<file path="config.mk">
export PLATFORM = sky130hd
export DESIGN_NAME = nar_validator
export DESIGN_NICKNAME = d
export VERILOG_FILES = /design/src/rtl/nar_pkg.sv /design/src/rtl/nar_rst_sync.sv /design/src/rtl/nar_byte_shift.sv /design/src/rtl/nar_crc16.sv /design/src/rtl/nar_validator.sv
export SDC_FILE = /design/constraint.sdc
export NUM_CORES = 1
export LEC_CHECK = 0
export ABC_CLOCK_PERIOD_IN_PS = 3100
export CAP_MARGIN = 20
export CORE_MARGIN = 5
export CORE_UTILIZATION = 44
export DETAILED_ROUTE_END_ITERATION = 12
export DONT_BUFFER_PORTS = 1
export GPL_TIMING_DRIVEN = 1
export PLACE_DENSITY = 0.66
export SYNTH_ARGS = -nofsm -noshare
export SYNTH_HDL_FRONTEND = slang
export SYNTH_SLANG_ARGS = --single-unit
</file>
<file path="constraint.sdc">
create_clock -name clk -period 3.1 [get_ports clk]
set_input_delay 0.155 -clock clk [delete_from_list [all_inputs] [get_ports clk]]
set_output_delay 0.155 -clock clk [all_outputs]
set_load 0.05 [all_outputs]
</file>
<file path="src/rtl/nar_pkg.sv">
package nar_pkg;

  // Record layout (byte positions within the page)
  localparam int REC_POS_LEN    = 0;
  localparam int REC_POS_PROJ0  = 1;
  localparam int REC_POS_PROJ3  = 4;
  localparam int REC_POS_ADDR0  = 5;
  localparam int REC_POS_COMP0  = 8;
  localparam int REC_POS_ADDR5  = 10;
  localparam int REC_POS_CRC_LO = 11;
  localparam int REC_POS_CRC_HI = 12;
  localparam int REC_ADDR_BYTES = 6;

  // Reflected form of x^16+x^15+x^2+1
  localparam logic [15:0] CRC_POLY_REFL = 16'hA001;
  localparam logic [15:0] CRC_SEED      = 16'h0000;

  function automatic logic [15:0] crc16_byte(input logic [15:0] c,
                                             input logic [7:0]  d,
                                             input logic [15:0] poly);
    logic [15:0] r;
    r = c ^ {8'h00, d};
    for (int i = 0; i < 8; i++) begin
      r = r[0] ? ((r >> 1) ^ poly) : (r >> 1);
    end
    return r;
  endfunction

endpackage

</file>
<file path="src/rtl/nar_rst_sync.sv">
module nar_rst_sync #(
  parameter int STAGES = 2
) (
  input  logic clk,
  input  logic rst_n,
  output logic rst_sync_n
);
  logic [STAGES-1:0] sync_q;

  always_ff @(posedge clk or negedge rst_n) begin
    if (!rst_n) sync_q <= '0;
    else        sync_q <= {sync_q[STAGES-2:0], 1'b1};
  end

  assign rst_sync_n = sync_q[STAGES-1];
endmodule

</file>
<file path="src/rtl/nar_byte_shift.sv">
module nar_byte_shift #(
  parameter int BYTES = 6
) (
  input  logic               clk,
  input  logic               rst_n,
  input  logic               clr,
  input  logic               en,
  input  logic [7:0]         din,
  output logic [8*BYTES-1:0] q
);
  localparam int W = 8 * BYTES;

  logic [W-1:0] q_d, q_q;
  logic [W-1:0] shifted;

  // New bytes enter at the top so the first byte ends up least significant
  generate
    if (BYTES == 1) begin : g_single
      assign shifted = din;
    end else begin : g_multi
      assign shifted = {din, q_q[W-1:8]};
    end
  endgenerate

  always_comb begin
    q_d = q_q;
    if (clr)     q_d = '0;
    else if (en) q_d = shifted;
  end

  always_ff @(posedge clk or negedge rst_n) begin
    if (!rst_n) q_q <= '0;
    else        q_q <= q_d;
  end

  assign q = q_q;
endmodule

</file>
<file path="src/rtl/nar_crc16.sv">
module nar_crc16
  import nar_pkg::*;
#(
  parameter logic [15:0] POLY = CRC_POLY_REFL,
  parameter logic [15:0] SEED = CRC_SEED
) (
  input  logic        clk,
  input  logic        rst_n,
  input  logic        clr,
  input  logic        en,
  input  logic [7:0]  din,
  output logic [15:0] crc_o
);
  logic [15:0] crc_d, crc_q;
  logic [15:0] base;

  always_comb begin
    base  = clr ? SEED : crc_q;
    crc_d = en ? crc16_byte(base, din, POLY) : base;
  end

  always_ff @(posedge clk or negedge rst_n) begin
    if (!rst_n) crc_q <= SEED;
    else        crc_q <= crc_d;
  end

  assign crc_o = crc_q;
endmodule

</file>
<file path="src/rtl/nar_validator.sv">
module nar_validator
  import nar_pkg::*;
#(
  parameter int          PAGE_BYTES    = 32,
  parameter bit          CHECK_TAIL    = 1'b1,
  parameter logic [7:0]  LEN_VALUE     = 8'h0A,
  parameter logic [31:0] PROJ_VALUE    = 32'h0000_1129,
  parameter logic [23:0] COMPANY_VALUE = 24'h00_6035,
  parameter logic [7:0]  BLANK_VALUE   = 8'hFF
) (
  input  logic        clk,
  input  logic        rst_n,
  input  logic        sop_i,
  input  logic        byte_vld_i,
  input  logic [7:0]  byte_i,
  output logic [47:0] node_addr_o,
  output logic        done_o,
  output logic        rec_ok_o,
  output logic        err_len_o,
  output logic        err_proj_o,
  output logic        err_comp_o,
  output logic        err_crc_o,
  output logic        warn_tail_o
);
  localparam int IDX_W = $clog2(PAGE_BYTES + 1);
  localparam logic [IDX_W-1:0] P_LEN    = IDX_W'(REC_POS_LEN);
  localparam logic [IDX_W-1:0] P_PROJ0  = IDX_W'(REC_POS_PROJ0);
  localparam logic [IDX_W-1:0] P_PROJ3  = IDX_W'(REC_POS_PROJ3);
  localparam logic [IDX_W-1:0] P_ADDR0  = IDX_W'(REC_POS_ADDR0);
  localparam logic [IDX_W-1:0] P_COMP0  = IDX_W'(REC_POS_COMP0);
  localparam logic [IDX_W-1:0] P_ADDR5  = IDX_W'(REC_POS_ADDR5);
  localparam logic [IDX_W-1:0] P_CRC_LO = IDX_W'(REC_POS_CRC_LO);
  localparam logic [IDX_W-1:0] P_CRC_HI = IDX_W'(REC_POS_CRC_HI);
  localparam logic [IDX_W-1:0] P_END    = IDX_W'(PAGE_BYTES);
  localparam logic [31:0]      COMP32   = {8'h00, COMPANY_VALUE};

  logic rst_s_n;
  nar_rst_sync #(.STAGES(2)) u_rst (.clk(clk), .rst_n(rst_n), .rst_sync_n(rst_s_n));

  // Byte position tracking
  logic [IDX_W-1:0] idx_q, idx_d, cur_idx;
  logic             take;

  assign cur_idx = sop_i ? '0 : idx_q;
  assign take    = byte_vld_i && (cur_idx < P_END);
  assign idx_d   = take ? cur_idx + 1'b1 : cur_idx;

  // Field windows
  logic in_proj, in_addr, in_comp, in_body, is_last;
  assign in_proj = (cur_idx >= P_PROJ0) && (cur_idx <= P_PROJ3);
  assign in_addr = (cur_idx >= P_ADDR0) && (cur_idx <= P_ADDR5);
  assign in_comp = (cur_idx >= P_COMP0) && (cur_idx <= P_ADDR5);
  assign in_body = (cur_idx <= P_ADDR5);
  assign is_last = take && (cur_idx == P_CRC_HI);

  // Expected constant bytes: project bytes sit at 1..4, company at 8..10
  logic [1:0] proj_sel;
  logic [7:0] proj_exp, comp_exp;
  assign proj_sel = cur_idx[1:0] - 2'd1;
  assign proj_exp = PROJ_VALUE[{proj_sel, 3'b000} +: 8];
  assign comp_exp = COMP32[{cur_idx[1:0], 3'b000} +: 8];

  // Datapath units
  logic [47:0] addr_q;
  logic [7:0]  crc_lo_q;
  logic [15:0] crc_val;

  nar_byte_shift #(.BYTES(REC_ADDR_BYTES)) u_addr (
    .clk(clk), .rst_n(rst_s_n), .clr(sop_i), .en(take && in_addr),
    .din(byte_i), .q(addr_q));

  nar_byte_shift #(.BYTES(1)) u_crc_lo (
    .clk(clk), .rst_n(rst_s_n), .clr(sop_i),
    .en(take && (cur_idx == P_CRC_LO)), .din(byte_i), .q(crc_lo_q));

  nar_crc16 u_crc (
    .clk(clk), .rst_n(rst_s_n), .clr(sop_i), .en(take && in_body),
    .din(byte_i), .crc_o(crc_val));

  // Result flags
  logic err_len_q, err_proj_q, err_comp_q, err_crc_q, ok_q, done_q, warn_q;
  logic err_len_d, err_proj_d, err_comp_d, err_crc_d, ok_d, done_d, warn_d;
  logic crc_bad, keep;

  assign crc_bad = (~{byte_i, crc_lo_q}) != crc_val;
  assign keep    = !sop_i;

  always_comb begin
    err_len_d  = (err_len_q  && keep) || (take && (cur_idx == P_LEN) && (byte_i != LEN_VALUE));
    err_proj_d = (err_proj_q && keep) || (take && in_proj && (byte_i != proj_exp));
    err_comp_d = (err_comp_q && keep) || (take && in_comp && (byte_i != comp_exp));
    err_crc_d  = (err_crc_q  && keep) || (is_last && crc_bad);
    done_d     = is_last;
    if (is_last) ok_d = !(err_len_q || err_proj_q || err_comp_q || crc_bad);
    else         ok_d = ok_q && keep;
  end

  generate
    if (CHECK_TAIL) begin : g_tail
      assign warn_d = (warn_q && keep) ||
                      (take && (cur_idx > P_CRC_HI) && (byte_i != BLANK_VALUE));
    end else begin : g_no_tail
      assign warn_d = 1'b0;
    end
  endgenerate

  always_ff @(posedge clk or negedge rst_s_n) begin
    if (!rst_s_n) begin
      idx_q      <= '0;
      err_len_q  <= 1'b0;
      err_proj_q <= 1'b0;
      err_comp_q <= 1'b0;
      err_crc_q  <= 1'b0;
      ok_q       <= 1'b0;
      done_q     <= 1'b0;
      warn_q     <= 1'b0;
    end else begin
      idx_q      <= idx_d;
      err_len_q  <= err_len_d;
      err_proj_q <= err_proj_d;
      err_comp_q <= err_comp_d;
      err_crc_q  <= err_crc_d;
      ok_q       <= ok_d;
      done_q     <= done_d;
      warn_q     <= warn_d;
    end
  end

  assign node_addr_o = addr_q;
  assign done_o      = done_q;
  assign rec_ok_o    = ok_q;
  assign err_len_o   = err_len_q;
  assign err_proj_o  = err_proj_q;
  assign err_comp_o  = err_comp_q;
  assign err_crc_o   = err_crc_q;
  assign warn_tail_o = warn_q;
endmodule

</file>
==> results.md <==
* Status: completed
* Largest family of logic cells by synthesized area: simple AND/OR/NAND/NOR gates
* Number of synthesized flops with an enable pin at 0
* CP endpoint kind: flip-flop
* Largest fanout on the critical path at 26
* CP max stage delay at roughly 0.56 ns
* Req. time, crit path at 3.41 ns
* Layout overhead on the synthesized area at 9.91%
* DR vias/cell at 5.38
* Fin nets at ~470
* Post-synthesis sequential area ratio at 50.3%
* First-pass GRT wire length at 16900 um
* CTS buffer count at 9
* Arr. time, crit path at ~3.1 ns
* Drt drc at 0
* Async S/R FF share, synth at 100%
* Antenna diodes at 0
* Clk_skew at 0.0138 ns
* Vias in the first global route at 3133
* LEAKAGE at slightly above 2 nW
* Max-Cap Viols at 0
* Clk Latency, worst-skew pair at 0.36 ns
* Initial DRT Pass Iterations at 4
* Final Total Pwr at between 2 and 3 mW
* Synth Area per Inst at between 9 and 10 um2
* DIE HEIGHT at 109 um
* Core Footprint at approximately 0.0097 mm2
* Clock sink count at 87
* Initial Util at 44.7%
* Area fraction in compound gates after synthesis at 12.8%
* Hold Vio Cnt, Final at 0
* Synth unique cells at 49
* Synth Cell Area at between 0.004 and 0.005 mm2
* Setup crit start: idx_q[0]
* Simple-gate share of the synthesized area at 17.9%
* Area of the multi-input gates at 0.00199 mm2
* Post-DP HPWL at 6610 um
* Slowest CP cell: dlygate4sd3_1
* CTS HTree Levels at 3
* Minimum clock period at 2.79 ns
* Synth Area in Adders at 1.73%
* Fillers at around 930
* Post-synthesis xor/xnor area fraction at 9.97%
* Clock root cell: clkbuf_8
* Register area at around 0.0022 mm2
* Critical path startpoint category: flip-flop
* Worst slew margin at 60.1%
* Mux cell area share after synthesis at 3.24%
* CTS tree: yes
* Clock tree buffer depth at 2
* Gr usage total at 18.3%
* RePlAce Congestion at 0.820
* Clk slew on worst S/H paths at 0.09 ns
* Commonest cells after routing, fill and taps aside: nand2_1, dfrtp_1, a21oi_1
* Die width at 109 um
* GR Overflow Total at 0
* Worst-Margin Slew at 0.593 ns
* Synth Net Count at between 400 and 500
* Pwr/cell area at 538 mW/mm2
* Post-Route WL at 10500 um
* RR Startpoint: idx_q[0]
* Initial drt markers at 259
* ANT nets after route at 0
* Highest Clock Rate at approximately 0.36 GHz
* IO Port Bufs at 0
* Crit Path Category: reg2reg
* CP bufs+invs at 3
* Rows at 36
* Critical path's top delay family: buffers and inverters
* Routed wire per std cell at 17.7 um
* Hold Path Class: in2async
* R2R setup slack at 0.31 ns
* VDD IR max at 0.280 mV
* RSZ-0062 raised after global routing: no
* Top FF cell, synth: dfrtp_1
* Period utilisation layout at about nine tenths
* Via count at 3183
* PostCTS Resize Cnt at 0
* Synthesis Warnings at 0
* Setup tns final at 0 ns
* Initial antenna violation count at 0
* Crit-path cells: nand2_1, inv_1, ha_1, nand2b_1, and3_1, o21a_2, buf_4, nand2_1, a21oi_1, dlygate4sd3_1
* Final setup violation count at 0
* Io pins at 67
* Largest net degree at the start of global routing at between 80 and 90
* Final slew viol count at 0
* Seq cells post-synth at 87
* Total Die Area at roughly 0.012 mm2
* Most common cell after layout, fill and taps aside: nand2_1
* CP dominant cell by count: nand2_1
* Cells after Synth at 460
* Ratio of cells with drive above 1 in the final layout at 7.63%
[metrics by stage]
| step | utilization, % | cell area [um2] | setup slack [ns] | std cells | hold slack (ns) |
|---|---|---|---|---|---|
| floorplan | - | 4330 | 0.497 | 460 | -0.141 |
| global placement | 45.3 | 4390 | 0.963 | 565 | -0.140 |
| detailed placement | 45.3 | 4390 | 0.843 | 565 | -0.140 |
| CTS | 48.9 | 4730 | 0.349 | 591 | 0.000970 |
| global route | 49.2 | 4760 | 0.0418 | 592 | 0.00580 |
| finish | 49.2 | 4760 | 0.312 | 592 | 0.0197 |
[worst paths after layout]
check	to	cells past startpoint
setup / recovery	u_addr.q[44]	10
hold / removal	u_rst.sync_q[1]	1
setup reg to reg	u_addr.q[44]	10
hold reg to reg	u_crc_lo.q[7]	0
max in group asynchronous	u_addr.q[3]	1
min in group clk	u_crc.crc_o[6]	2
[registers in the layout, summed over array words and instances, names as in the netlist]
signal	count
rec_ok_o	1
u_crc_lo.q	8
u_addr.q	48
err_comp_o	1
err_proj_o	1
u_crc.crc_o	16
err_crc_o	1
warn_tail_o	1
done_o	1
u_rst.sync_q	2
err_len_o	1
idx_q	6
[where the power goes]
part	leakage, nW	switching [mW]	internal (mW)
Clock	0.110	0.424	0.455
Sequential	1.19	0.0921	1.19
Combinational	0.768	0.201	0.197
Total	2.06	0.717	1.84
[cell families after synthesis]
group / Yosys count
simple gates: 179
compound gates: 92
other cells: 1
mux: 14
buf+inv: 38
xor+xnor: 43
flops: 87
fa+ha+maj: 6
[worst reg2reg max path, delay by kind of cell (launching register included)]
kind,cells,cell delay (ns)
buf+inv,3,1.00
simple gates,4,0.56
compound gates,2,0.56
flops,1,0.41
fa+ha+maj,1,0.20
[per-layer routing]
layer	up-vias	wire, um	track usage (%)
li1	1530	-	-
met1	1550	4530	25.0
met2	85	4880	27.5
met3	18	844	5.21
met4	0	222	7.84
met5	-	0	0
[final cells by class]
type | count | area share [%]
well taps | 133 | 3.50
inverters | 5 | 0.394
clock inverters | 6 | 1.92
multi-input cells | 335 | 41.7
clock buffers | 9 | 2.60
flip-flops and latches | 87 | 45.8
repair buffers | 17 | 4.05
[Yosys cell counts, types with 4 or more instances]
library cell	instances	area [um2]
nand2_1	111	417
dfrtp_1	87	2180
a21oi_1	45	225
xor2_1	27	236
nor2_1	25	93.8
o21ai_0	16	80.1
buf_2	15	75.1
mux2i_1	14	140
clkbuf_1	12	45.0
xnor2_1	12	105
nor3_1	10	50.1
nand3_1	8	40.0
nand4_1	8	50.1
ha_1	6	75.1
a21o_1	5	37.5
inv_1	4	15.0
o21a_1	4	30.0
o22ai_1	4	25.0
[what timing repair did]
action | 4_1_cts | 5_1_grt
hold endpoints to repair | 66 | 0
setup buffers | 0 | 0
hold buffers | 11 | 0
(Power assumes the default switching activity.)
